==> src/rtl/addrwin_pkg.sv <==
package addrwin_pkg;

    typedef struct packed {
        logic [15:0] size;
        logic [7:0]  attr;
        logic [6:0]  tgt;
        logic        en;
    } win_ctrl_t;

    typedef enum logic [1:0] {
        SEL_CTRL = 2'd0,
        SEL_BASE = 2'd1,
        SEL_RLO  = 2'd2,
        SEL_RHI  = 2'd3
    } reg_sel_e;

    function automatic logic [15:0] bytes_to_size(input logic [31:0] nbytes);
        logic [31:0] v;
        v = (nbytes - 32'd1) >> 16;
        v = v | (v >> 1);
        v = v | (v >> 2);
        v = v | (v >> 4);
        v = v | (v >> 8);
        return v[15:0];
    endfunction

endpackage

==> src/rtl/addrwin_regs.sv <==
module addrwin_regs
    import addrwin_pkg::*;
#(
    parameter int          NUM_WIN    = 8,
    parameter int          NUM_REMAP  = 2,
    parameter int          BOOT_FIRST = 6,
    parameter logic [31:0] BOOT_BASE  = 32'hFFF0_0000,
    parameter logic [15:0] BOOT_SIZE  = 16'h000F,
    parameter logic [6:0]  BOOT_TGT   = 7'h0D,
    parameter logic [7:0]  BOOT_ATTR  = 8'h1E,
    localparam int         IDX_W      = $clog2(NUM_WIN)
) (
    input  logic             clk,
    input  logic             rst,
    input  logic             wr_en,
    input  logic [IDX_W-1:0] wr_win,
    input  logic [1:0]       wr_sel,
    input  logic [31:0]      wr_data,
    output win_ctrl_t        ctrl_o [NUM_WIN],
    output logic [15:0]      base_o [NUM_WIN],
    output logic [15:0]      rlo_o  [NUM_REMAP],
    output logic [31:0]      rhi_o  [NUM_REMAP]
);

    localparam win_ctrl_t BOOT_CTRL = '{size: BOOT_SIZE, attr: BOOT_ATTR,
                                        tgt: BOOT_TGT, en: 1'b1};

    reg_sel_e sel;
    assign sel = reg_sel_e'(wr_sel);

    for (genvar i = 0; i < NUM_WIN; i++) begin : g_win
        always_ff @(posedge clk) begin
            if (rst) begin
                ctrl_o[i] <= (i >= BOOT_FIRST) ? BOOT_CTRL : '0;
                base_o[i] <= (i >= BOOT_FIRST) ? BOOT_BASE[31:16] : '0;
            end else if (wr_en && wr_win == IDX_W'(i)) begin
                if (sel == SEL_CTRL) ctrl_o[i] <= win_ctrl_t'(wr_data);
                if (sel == SEL_BASE) base_o[i] <= wr_data[31:16];
            end
        end
    end

    for (genvar r = 0; r < NUM_REMAP; r++) begin : g_remap
        always_ff @(posedge clk) begin
            if (rst) begin
                rlo_o[r] <= '0;
                rhi_o[r] <= '0;
            end else if (wr_en && wr_win == IDX_W'(r)) begin
                if (sel == SEL_RLO) rlo_o[r] <= wr_data[31:16];
                if (sel == SEL_RHI) rhi_o[r] <= wr_data;
            end
        end
    end

endmodule

==> src/rtl/addrwin_match.sv <==
module addrwin_match
    import addrwin_pkg::*;
#(
    parameter int NUM_WIN = 8
) (
    input  win_ctrl_t          ctrl_i [NUM_WIN],
    input  logic [15:0]        base_i [NUM_WIN],
    input  logic [15:0]        addr_hi_i,
    output logic [NUM_WIN-1:0] hit_vec_o
);

    for (genvar i = 0; i < NUM_WIN; i++) begin : g_cmp
        logic [15:0] diff;
        assign diff         = (addr_hi_i ^ base_i[i]) & ~ctrl_i[i].size;
        assign hit_vec_o[i] = ctrl_i[i].en && (diff == 16'h0000);
    end

endmodule

==> src/rtl/addrwin_select.sv <==
module addrwin_select
    import addrwin_pkg::*;
#(
    parameter int NUM_WIN   = 8,
    parameter int NUM_REMAP = 2,
    localparam int IDX_W    = $clog2(NUM_WIN)
) (
    input  logic [NUM_WIN-1:0] hit_vec_i,
    input  win_ctrl_t          ctrl_i [NUM_WIN],
    input  logic [15:0]        rlo_i  [NUM_REMAP],
    input  logic [31:0]        rhi_i  [NUM_REMAP],
    input  logic [31:0]        addr_i,
    output logic               hit_o,
    output logic [IDX_W-1:0]   idx_o,
    output logic [6:0]         tgt_o,
    output logic [7:0]         attr_o,
    output logic [31:0]        out_lo_o,
    output logic [31:0]        out_hi_o
);

    win_ctrl_t win_sel;

    always_comb begin
        idx_o = '0;
        for (int i = NUM_WIN - 1; i >= 0; i--) begin
            if (hit_vec_i[i]) idx_o = IDX_W'(i);
        end
    end

    assign hit_o   = |hit_vec_i;
    assign win_sel = ctrl_i[idx_o];
    assign tgt_o   = hit_o ? win_sel.tgt  : '0;
    assign attr_o  = hit_o ? win_sel.attr : '0;

    always_comb begin
        out_lo_o = addr_i;
        out_hi_o = '0;
        for (int r = 0; r < NUM_REMAP; r++) begin
            if (hit_o && idx_o == IDX_W'(r)) begin
                out_lo_o = {(addr_i[31:16] & win_sel.size) | (rlo_i[r] & ~win_sel.size),
                            addr_i[15:0]};
                out_hi_o = rhi_i[r];
            end
        end
    end

endmodule

==> src/rtl/addrwin_decoder.sv <==
module addrwin_decoder
    import addrwin_pkg::*;
#(
    parameter int          NUM_WIN    = 8,
    parameter int          NUM_REMAP  = 2,
    parameter int          BOOT_FIRST = 6,
    parameter logic [31:0] BOOT_BASE  = 32'hFFF0_0000,
    parameter logic [15:0] BOOT_SIZE  = 16'h000F,
    parameter logic [6:0]  BOOT_TGT   = 7'h0D,
    parameter logic [7:0]  BOOT_ATTR  = 8'h1E,
    localparam int         IDX_W      = $clog2(NUM_WIN)
) (
    input  logic             clk,
    input  logic             rst,
    input  logic             wr_en,
    input  logic [IDX_W-1:0] wr_win,
    input  logic [1:0]       wr_sel,
    input  logic [31:0]      wr_data,
    input  logic [31:0]      addr,
    output logic             hit,
    output logic             miss,
    output logic [IDX_W-1:0] win_idx,
    output logic [6:0]       tgt_id,
    output logic [7:0]       tgt_attr,
    output logic [31:0]      out_addr_lo,
    output logic [31:0]      out_addr_hi,
    input  logic [31:0]      size_bytes,
    output logic [15:0]      size_field
);

    win_ctrl_t          ctrl [NUM_WIN];
    logic [15:0]        base [NUM_WIN];
    logic [15:0]        rlo  [NUM_REMAP];
    logic [31:0]        rhi  [NUM_REMAP];
    logic [NUM_WIN-1:0] hit_vec;

    addrwin_regs #(
        .NUM_WIN(NUM_WIN), .NUM_REMAP(NUM_REMAP), .BOOT_FIRST(BOOT_FIRST),
        .BOOT_BASE(BOOT_BASE), .BOOT_SIZE(BOOT_SIZE),
        .BOOT_TGT(BOOT_TGT), .BOOT_ATTR(BOOT_ATTR)
    ) u_regs (
        .clk(clk), .rst(rst), .wr_en(wr_en), .wr_win(wr_win),
        .wr_sel(wr_sel), .wr_data(wr_data),
        .ctrl_o(ctrl), .base_o(base), .rlo_o(rlo), .rhi_o(rhi)
    );

    addrwin_match #(.NUM_WIN(NUM_WIN)) u_match (
        .ctrl_i(ctrl), .base_i(base), .addr_hi_i(addr[31:16]),
        .hit_vec_o(hit_vec)
    );

    addrwin_select #(.NUM_WIN(NUM_WIN), .NUM_REMAP(NUM_REMAP)) u_sel (
        .hit_vec_i(hit_vec), .ctrl_i(ctrl), .rlo_i(rlo), .rhi_i(rhi),
        .addr_i(addr), .hit_o(hit), .idx_o(win_idx), .tgt_o(tgt_id),
        .attr_o(tgt_attr), .out_lo_o(out_addr_lo), .out_hi_o(out_addr_hi)
    );

    assign miss       = ~hit;
    assign size_field = bytes_to_size(size_bytes);

endmodule

==> config.mk <==
export PLATFORM = sky130hd
export DESIGN_NAME = addrwin_decoder
export DESIGN_NICKNAME = d
export VERILOG_FILES = /design/src/rtl/addrwin_pkg.sv /design/src/rtl/addrwin_regs.sv /design/src/rtl/addrwin_match.sv /design/src/rtl/addrwin_select.sv /design/src/rtl/addrwin_decoder.sv
export SDC_FILE = /design/constraint.sdc
export NUM_CORES = 1
export LEC_CHECK = 0
export BUFFER_PORTS_ARGS = -buffer_cell sky130_fd_sc_hd__clkbuf_2
export CAP_MARGIN = 25
export CORE_UTILIZATION = 30
export DETAILED_ROUTE_END_ITERATION = 7
export GPL_ROUTABILITY_DRIVEN = 0
export PLACE_DENSITY_LB_ADDON = 0.1
export SETUP_SLACK_MARGIN = 0.1
export SLEW_MARGIN = 20
export SYNTH_ARGS = -nofsm -noshare
export SYNTH_HDL_FRONTEND = slang
export SYNTH_SLANG_ARGS = --single-unit
export TNS_END_PERCENT = 50
==> constraint.sdc <==
create_clock -name clk -period 4.7 [get_ports clk]
set_clock_uncertainty 0.2 [all_clocks]
set_input_delay 0.47 -clock clk [delete_from_list [all_inputs] [get_ports clk]]
set_output_delay 0.47 -clock clk [all_outputs]
set_load 0.05 [all_outputs]
### Yosys cells after proc, flatten, opt, wreduce, memory -nomap -nowiden

Cells that the tools add are included.

| word-level totals | value |
|---|---|
| flip-flop bits (word level) | 480 |
| memory bits (read-only) | 0 |
| output and inout bits | 100 |
| memories | 0 |
| latch bits | 0 |
| input port bits | 104 |
| bits in writable memories | 0 |

| operators by class | value |
|---|---|
| mux-type cells | 17 |
| bitwise logic cells | 36 |
| eq/ne operators | 11 |
| shifts and indexed selects | 0 |
| multiply operators | 0 |
| reduce and logical (&&, ||, !) cells | 50 |
| add/sub/neg operators | 1 |
| $lt $le $gt $ge | 1 |
| div/mod/pow operators | 0 |

Operator list:

| kind | number |
|---|---|
| two-way mux 32 bit | 6 |
| bitwise AND 16 bit | 11 |
| inverter 16 bit | 9 |
| zero test 16 bit | 8 |
| bitwise XOR 16 bit | 8 |
| binary-select mux 32 bit (select 3 bit) | 1 |
| OR 16 bit | 3 |
| AND reduction 2 bit | 20 |
| subtractor 32 x 1 -> 32 bit (second input constant) | 1 |
| two-way mux 3 bit | 8 |
| logical AND 1 bit | 18 |
| OR 16 x 12 -> 16 bit | 1 |
| OR 16 x 14 -> 16 bit | 1 |
| OR 16 x 15 -> 16 bit | 1 |
| equality test 3 bit (second input constant) | 4 |
| two-way mux 8 bit | 1 |
| OR reduction 8 bit | 1 |
| two-way mux 7 bit | 1 |
| equality test 3 x 1 -> 1 bit (second input constant) | 2 |
| equality test 3 x 2 -> 1 bit (second input constant) | 2 |
| zero test 3 bit | 2 |
| equality test 2 bit (second input constant) | 2 |
| greater-or-equal comparator 4 bit (second input constant) | 1 |
| inverter 3 -> 4 bit | 1 |
| 3 further kinds | 3 |

### Longest topological paths before layout

| logic depth | value |
|---|---|
| depth in word-level cells | 21 |
| depth in mapped cells | 14 |
| depth with buffers taken out | 10 |

### By module

From an unflattened synthesis, not the netlist that was laid out.

| unflattened totals | value |
|---|---|
| cell total of the unflattened synthesis | 2366 |
| area total of the unflattened synthesis | 23719.0 µm² |

Modules (own cells, without submodules):

| module | times used | cells an instance | area an instance (µm²) |
|---|---|---|---|
| addrwin_regs | 1 | 1684 | 18589.1 |
| addrwin_select | 1 | 360 | 2742.6 |
| addrwin_match | 1 | 248 | 1888.1 |
| addrwin_decoder | 1 | 74 | 499.2 |

### Worst setup path after synthesis

OpenSTA, ideal clock, no wires.

| timing | value |
|---|---|
| path kind | input port to output port |
| from | input port size_bytes[11] |
| to | output port size_field[9] |
| data arrival time | 3.868 ns |
| cell stages on the path | 10 |
| path slack | 0.162 ns |
| buffers on the path | 1 |
| cells stage by stage | nor4_2 -> nand4_2 -> or4b_4 -> or4_4 -> or3_4 -> or3_1 -> buf_2 -> xor2_1 -> nand2_1 -> or3_1 |

| on the way | value |
|---|---|
| longest elaborated chain between the ends | 5 |

Ends and longest elaborated chain:

| item | RTL line | text |
|---|---|---|
| start: declaration | addrwin_decoder.sv:27 | `input logic [31:0] size_bytes,` |
| subtractor 32 x 1 -> 32 bit | addrwin_pkg.sv:19 | `v = (nbytes - 32'd1) >> 16;` |
| OR 16 x 15 -> 16 bit | addrwin_pkg.sv:20 | `v = v \| (v >> 1);` |
| OR 16 x 14 -> 16 bit | addrwin_pkg.sv:21 | `v = v \| (v >> 2);` |
| OR 16 x 12 -> 16 bit | addrwin_pkg.sv:22 | `v = v \| (v >> 4);` |
| OR 16 bit | addrwin_pkg.sv:23 | `v = v \| (v >> 8);` |
| end: declaration | addrwin_decoder.sv:28 | `output logic [15:0] size_field` |

Every way passes these cells.

### Final worst setup path

| timing | value |
|---|---|
| from | register u_regs.base_o[119] (netlist bit) |
| to | output port out_addr_lo[23] |

| on the way | value |
|---|---|
| longest elaborated chain between the ends | 14 |
| elaborated cells between the ends (all ways) | 22 |

Ends and longest elaborated chain:

| item | RTL line | text |
|---|---|---|
| start: declaration | addrwin_regs.sv:20 | `output logic [15:0] base_o [NUM_WIN],` |
| start signal: indexed assignment | addrwin_regs.sv:35 | `base_o[i] <= (i >= BOOT_FIRST) ? BOOT_BASE[31:16] : '0;` |
| start signal: indexed assignment | addrwin_regs.sv:38 | `if (sel == SEL_BASE) base_o[i] <= wr_data[31:16];` |
| bitwise XOR 16 bit (*) | addrwin_match.sv:14 | `assign diff = (addr_hi_i ^ base_i[i]) & ~ctrl_i[i].size;` |
| bitwise AND 16 bit (*) | addrwin_match.sv:14 |  |
| zero test 16 bit (*) | addrwin_match.sv:15 | `assign hit_vec_o[i] = ctrl_i[i].en && (diff == 16'h0000);` |
| logical AND 1 bit (*) | addrwin_match.sv:15 |  |
| two-way mux 3 bit | addrwin_select.sv:26 | `if (hit_vec_i[i]) idx_o = IDX_W'(i);` |
| inverter 3 -> 4 bit (implied by the code) | addrwin_select.sv:31 | `assign win_sel = ctrl_i[idx_o];` |
| binary-select mux 32 bit (select 3 bit) | addrwin_select.sv:31 |  |
| two-way mux 32 bit (implied by the code) (2 in a row) | addrwin_select.sv:31 |  |
| inverter 16 bit | addrwin_select.sv:40 | `out_lo_o = {(addr_i[31:16] & win_sel.size) \| (rlo_i[r] & ~win_sel.size),` |
| bitwise AND 16 bit | addrwin_select.sv:40 |  |
| OR 16 bit | addrwin_select.sv:40 |  |
| two-way mux 32 bit | addrwin_select.sv:39 | `if (hit_o && idx_o == IDX_W'(r)) begin` |
| two-way mux 32 bit (*) | addrwin_select.sv:39 |  |
| end: declaration | addrwin_decoder.sv:25 | `output logic [31:0] out_addr_lo,` |

Every way passes the cells marked *; elsewhere a longest branch is shown, timed or not. The select of a mux whose other input is x is not followed.

==> summary.txt <==
Critical path
  • CP Launch Type: flop
  • Critical Path End Type: primary output
  • Kind of critical path: reg2out
  • Reg2reg start: u_regs.ctrl_o[244]
  • CP arrival: 3.85 ns
  • Worst Setup SP: u_regs.base_o[119]
  • CP max FO: 28
  • Critical Path RT: roughly 4.0 ns

Drt
  • Post-DR vias/cell: 5.32
  • DRC: 0
  • DR WL/cell: 23.3 µm
  • Initial DRC Count: around 1900
  • Via count: 21700
  • Final wirelength: 95100 µm
  • First drt pass iteration count: 6
  • Post-route ant nets: 0

Placed design
  • Worst slack, placed: roughly 0.050 ns
  • DP Area: 24900 µm²
  • DP HPWL: roughly 64000 µm
  • I/O Buffers: ~170

Global routing
  • Largest net degree at the start of global routing: 146
  • Remaining global-route overflow: 0
  • First-pass GRT wire length: 140000 µm
  • Number of global-route vias before repair: between 20000 and 25000
  • Initial antenna violation count: 4
  • Overall Global Routing Usage: between 20% and 30%

Timing
  • Final setup viols: 0
  • Max Clk Rate: 221 MHz
  • RSZ-0062 raised after global routing: true
  • Final period util: a little over nine tenths
  • Hold Vio Cnt, Final: 0
  • Hold slack: approximately 0.064 ns
  • Max-slew headroom: 30.2%
  • Slack of the critical path: ~0.18 ns
  • Min cycle time layout: between 4 and 5 ns
  • Worst-margin pin slew: approximately 1.0 ns
  • Final Max Slew Viols: 0
  • Setup_tns: 0 ns

CTS
  • Hold buffer count at CTS: 0
  • Total CTS buffers: 56
  • Clk buf depth: 3
  • Number of H-tree levels: 2
  • Root Buffer: clkbuf_16
  • Clk Latency, worst-skew pair: 0.61 ns
  • Clock transition at path regs: 0.06 ns
  • CTS Sinks: between 400 and 500
  • TritonCTS clock tree: built

Flow run
  • Maxcap violations: 0

Pwr
  • Max VDD drop: between 0.2 and 0.3 mV
  • Static leakage: about 9 nW
  • Pwr dens: 343 nW/µm²

Run status
  • Outcome: complete, no violations

Floorplanning
  • Core ar.: between 70000 and 80000 µm²
  • Ports: between 200 and 250
  • Die area: around 75000 µm²
  • Die H: 274 µm
  • Chip width: about 270 µm
  • Initial Util: a little under a third
  • Row count: 99

Cells and area
  • Layout cells sized above 1: 15.3%
  • Post-layout util: 37.1%
  • Post-layout net count: approximately 3200
  • Fillcell total: approximately 7500
  • Area Overhead vs Synth: 22.2%
  • Final instance area: 27000 µm²

Min path
  • Tightest Hold Check Type: in2reg
  • Min-Delay Startpoint: wr_data[1]

Synth
  • Top cell type's share of synthesized area: between 40 and 50%
  • Yosys warnings: 0
  • Post-synth cell types: between 50 and 60
  • Post-Syn Nets: around 3000
  • Mean Syn Cell Area: 7.43 µm²
  • Post-synth EDFFs: 0
  • Post-synthesis cell count: between 2000 and 3000
  • Register area share after synthesis: roughly 43%
  • Synth area leader: dfxtp_1
  • Synth Flop Type: dfxtp_1
  • Synthesis-stage register bit count: 480
  • Cell area after synthesis: ~22000 µm²
  • Area contributors post-synth: dfxtp_1 43%, nand2_1 16%, a21oi_1 10%
  • Fraction of registers with async set/reset: 0%
==> critical path, cell delays in order (launching register included) <==
cell,delay (ns)
dfxtp_1,0.32
xnor2_1,0.12
o22ai_1,0.28
o21bai_1,0.24
and3b_2,0.30
nor4_2,0.39
o21ai_2,0.16
buf_12,0.21
o21ai_0,0.43
o211ai_1,0.29
a21oi_2,0.23
buf_4,0.15
buf_12,0.13
==> final timing paths <==
path / end / slack, ns / depth (start not counted)
hold / removal: u_regs.ctrl_o[129] / 0.06 / 3
hold reg to reg: u_regs.ctrl_o[109] / 0.25 / 2
setup reg to reg: u_regs.ctrl_o[244] / 3.60 / 2
setup / recovery: out_addr_lo[23] / 0.18 / 12
==> flip-flops by register name, indices dropped and copies added, names as in the netlist <==
signal         flops
u_regs.rlo_o      32
u_regs.rhi_o      64
u_regs.base_o    128
u_regs.ctrl_o    256
==> Yosys cell counts (all sizes together) (4+ instances only) <==
| master | count |
|---|---|
| a211o | 32 |
| a211oi | 10 |
| a21boi | 13 |
| a21oi | 450 |
| a22o | 22 |
| a22oi | 7 |
| a311o | 14 |
| a31oi | 24 |
| and3 | 17 |
| and4 | 4 |
| buf | 36 |
| clkbuf | 246 |
| dfxtp | 480 |
| inv | 14 |
| mux2i | 36 |
| nand2 | 951 |
| nand2b | 4 |
| nand3 | 68 |
| nand3b | 22 |
| nand4 | 16 |
| nor2 | 64 |
| nor2b | 29 |
| nor3 | 27 |
| nor4 | 19 |
| o211ai | 27 |
| o21ai | 102 |
| o22ai | 63 |
| o31ai | 13 |
| or3 | 5 |
| xnor2 | 132 |
| xor2 | 4 |
==> timing repair <==
action,in CTS,in global routing
endpoints found under the setup margin,30,31
gates cloned,0,1
gates resized for setup,16,22
buffers inserted,2,4
pin swaps,4,7
==> cell usage in the layout (no fill, tap or decap), types with 5 or more instances in the layout <==
cell / count
a21oi_1: 443
buf_4: 135
nor2_1: 55
nor3_1: 20
a311o_1: 14
inv_1: 13
clkbuf_16: 57
a31oi_1: 23
clkbuf_8: 17
o211ai_1: 27
nand3b_1: 22
a22o_1: 22
nor2_2: 6
nand4_1: 15
clkinv_2: 5
a211oi_1: 7
nand2_1: 948
and3_1: 17
nor3_2: 6
mux2i_1: 35
clkbuf_1: 12
o31ai_1: 13
a21oi_2: 7
a211o_1: 32
o21ai_0: 96
nor4_1: 8
dfxtp_1: 480
a21boi_0: 9
nor2b_1: 29
buf_12: 48
clkbuf_2: 137
nand3_1: 68
nor4_2: 11
a22oi_1: 7
o22ai_1: 63
xnor2_1: 130
==> routing by layer <==
layer  track usage [%]  vias up  wire (µm)
met5                 0        -         28
met3              3.42      131       5380
met1              34.1    10600      42800
met2              40.8      731      44500
met4              6.41        4       2350
li1                  -    10300          -
==> kinds of logic (layout without fill, tap and decap cells) <==
group           Yosys count  count (layout)  share of synthesized area (%)
mux                      38              38                           1.73
flops                   480             480                           43.4
other cells               0               1                              0
buf+inv                 296             439                           5.40
xor+xnor                136             136                           5.38
compound gates          789             789                           20.6
simple gates           1237            1237                           23.5
==> through the flow <==
stage,power [mW],std cells
final,9.27,4079
after global routing,9.55,4079
after CTS,9.34,4072
after detailed placement,4.86,3971
after global placement,4.85,3971
after floorplan,4.59,2976
==> layout make-up <==
cell class                 count  area (µm²)  share of cell area, %
sequential                   480        9610                   35.5
inverter                      14        52.6                  0.194
multi-input combinational   2200       11600                   42.8
tap                          959        1200                   4.44
antenna                        1        2.50                0.00925
clock buffer                  84        1670                   6.16
clock inverter                15         200                  0.740
timing repair buffer         326        2740                   10.1
==> power by group <==
group          internal (mW)  total, mW  leakage, nW  switching, mW
logic                  0.199      0.654         4.26          0.455
clock network           2.65       4.49        0.907           1.84
registers               4.10       4.12         3.87         0.0234
total                   6.95       9.27         9.04           2.31
(Power assumes the default switching activity.)
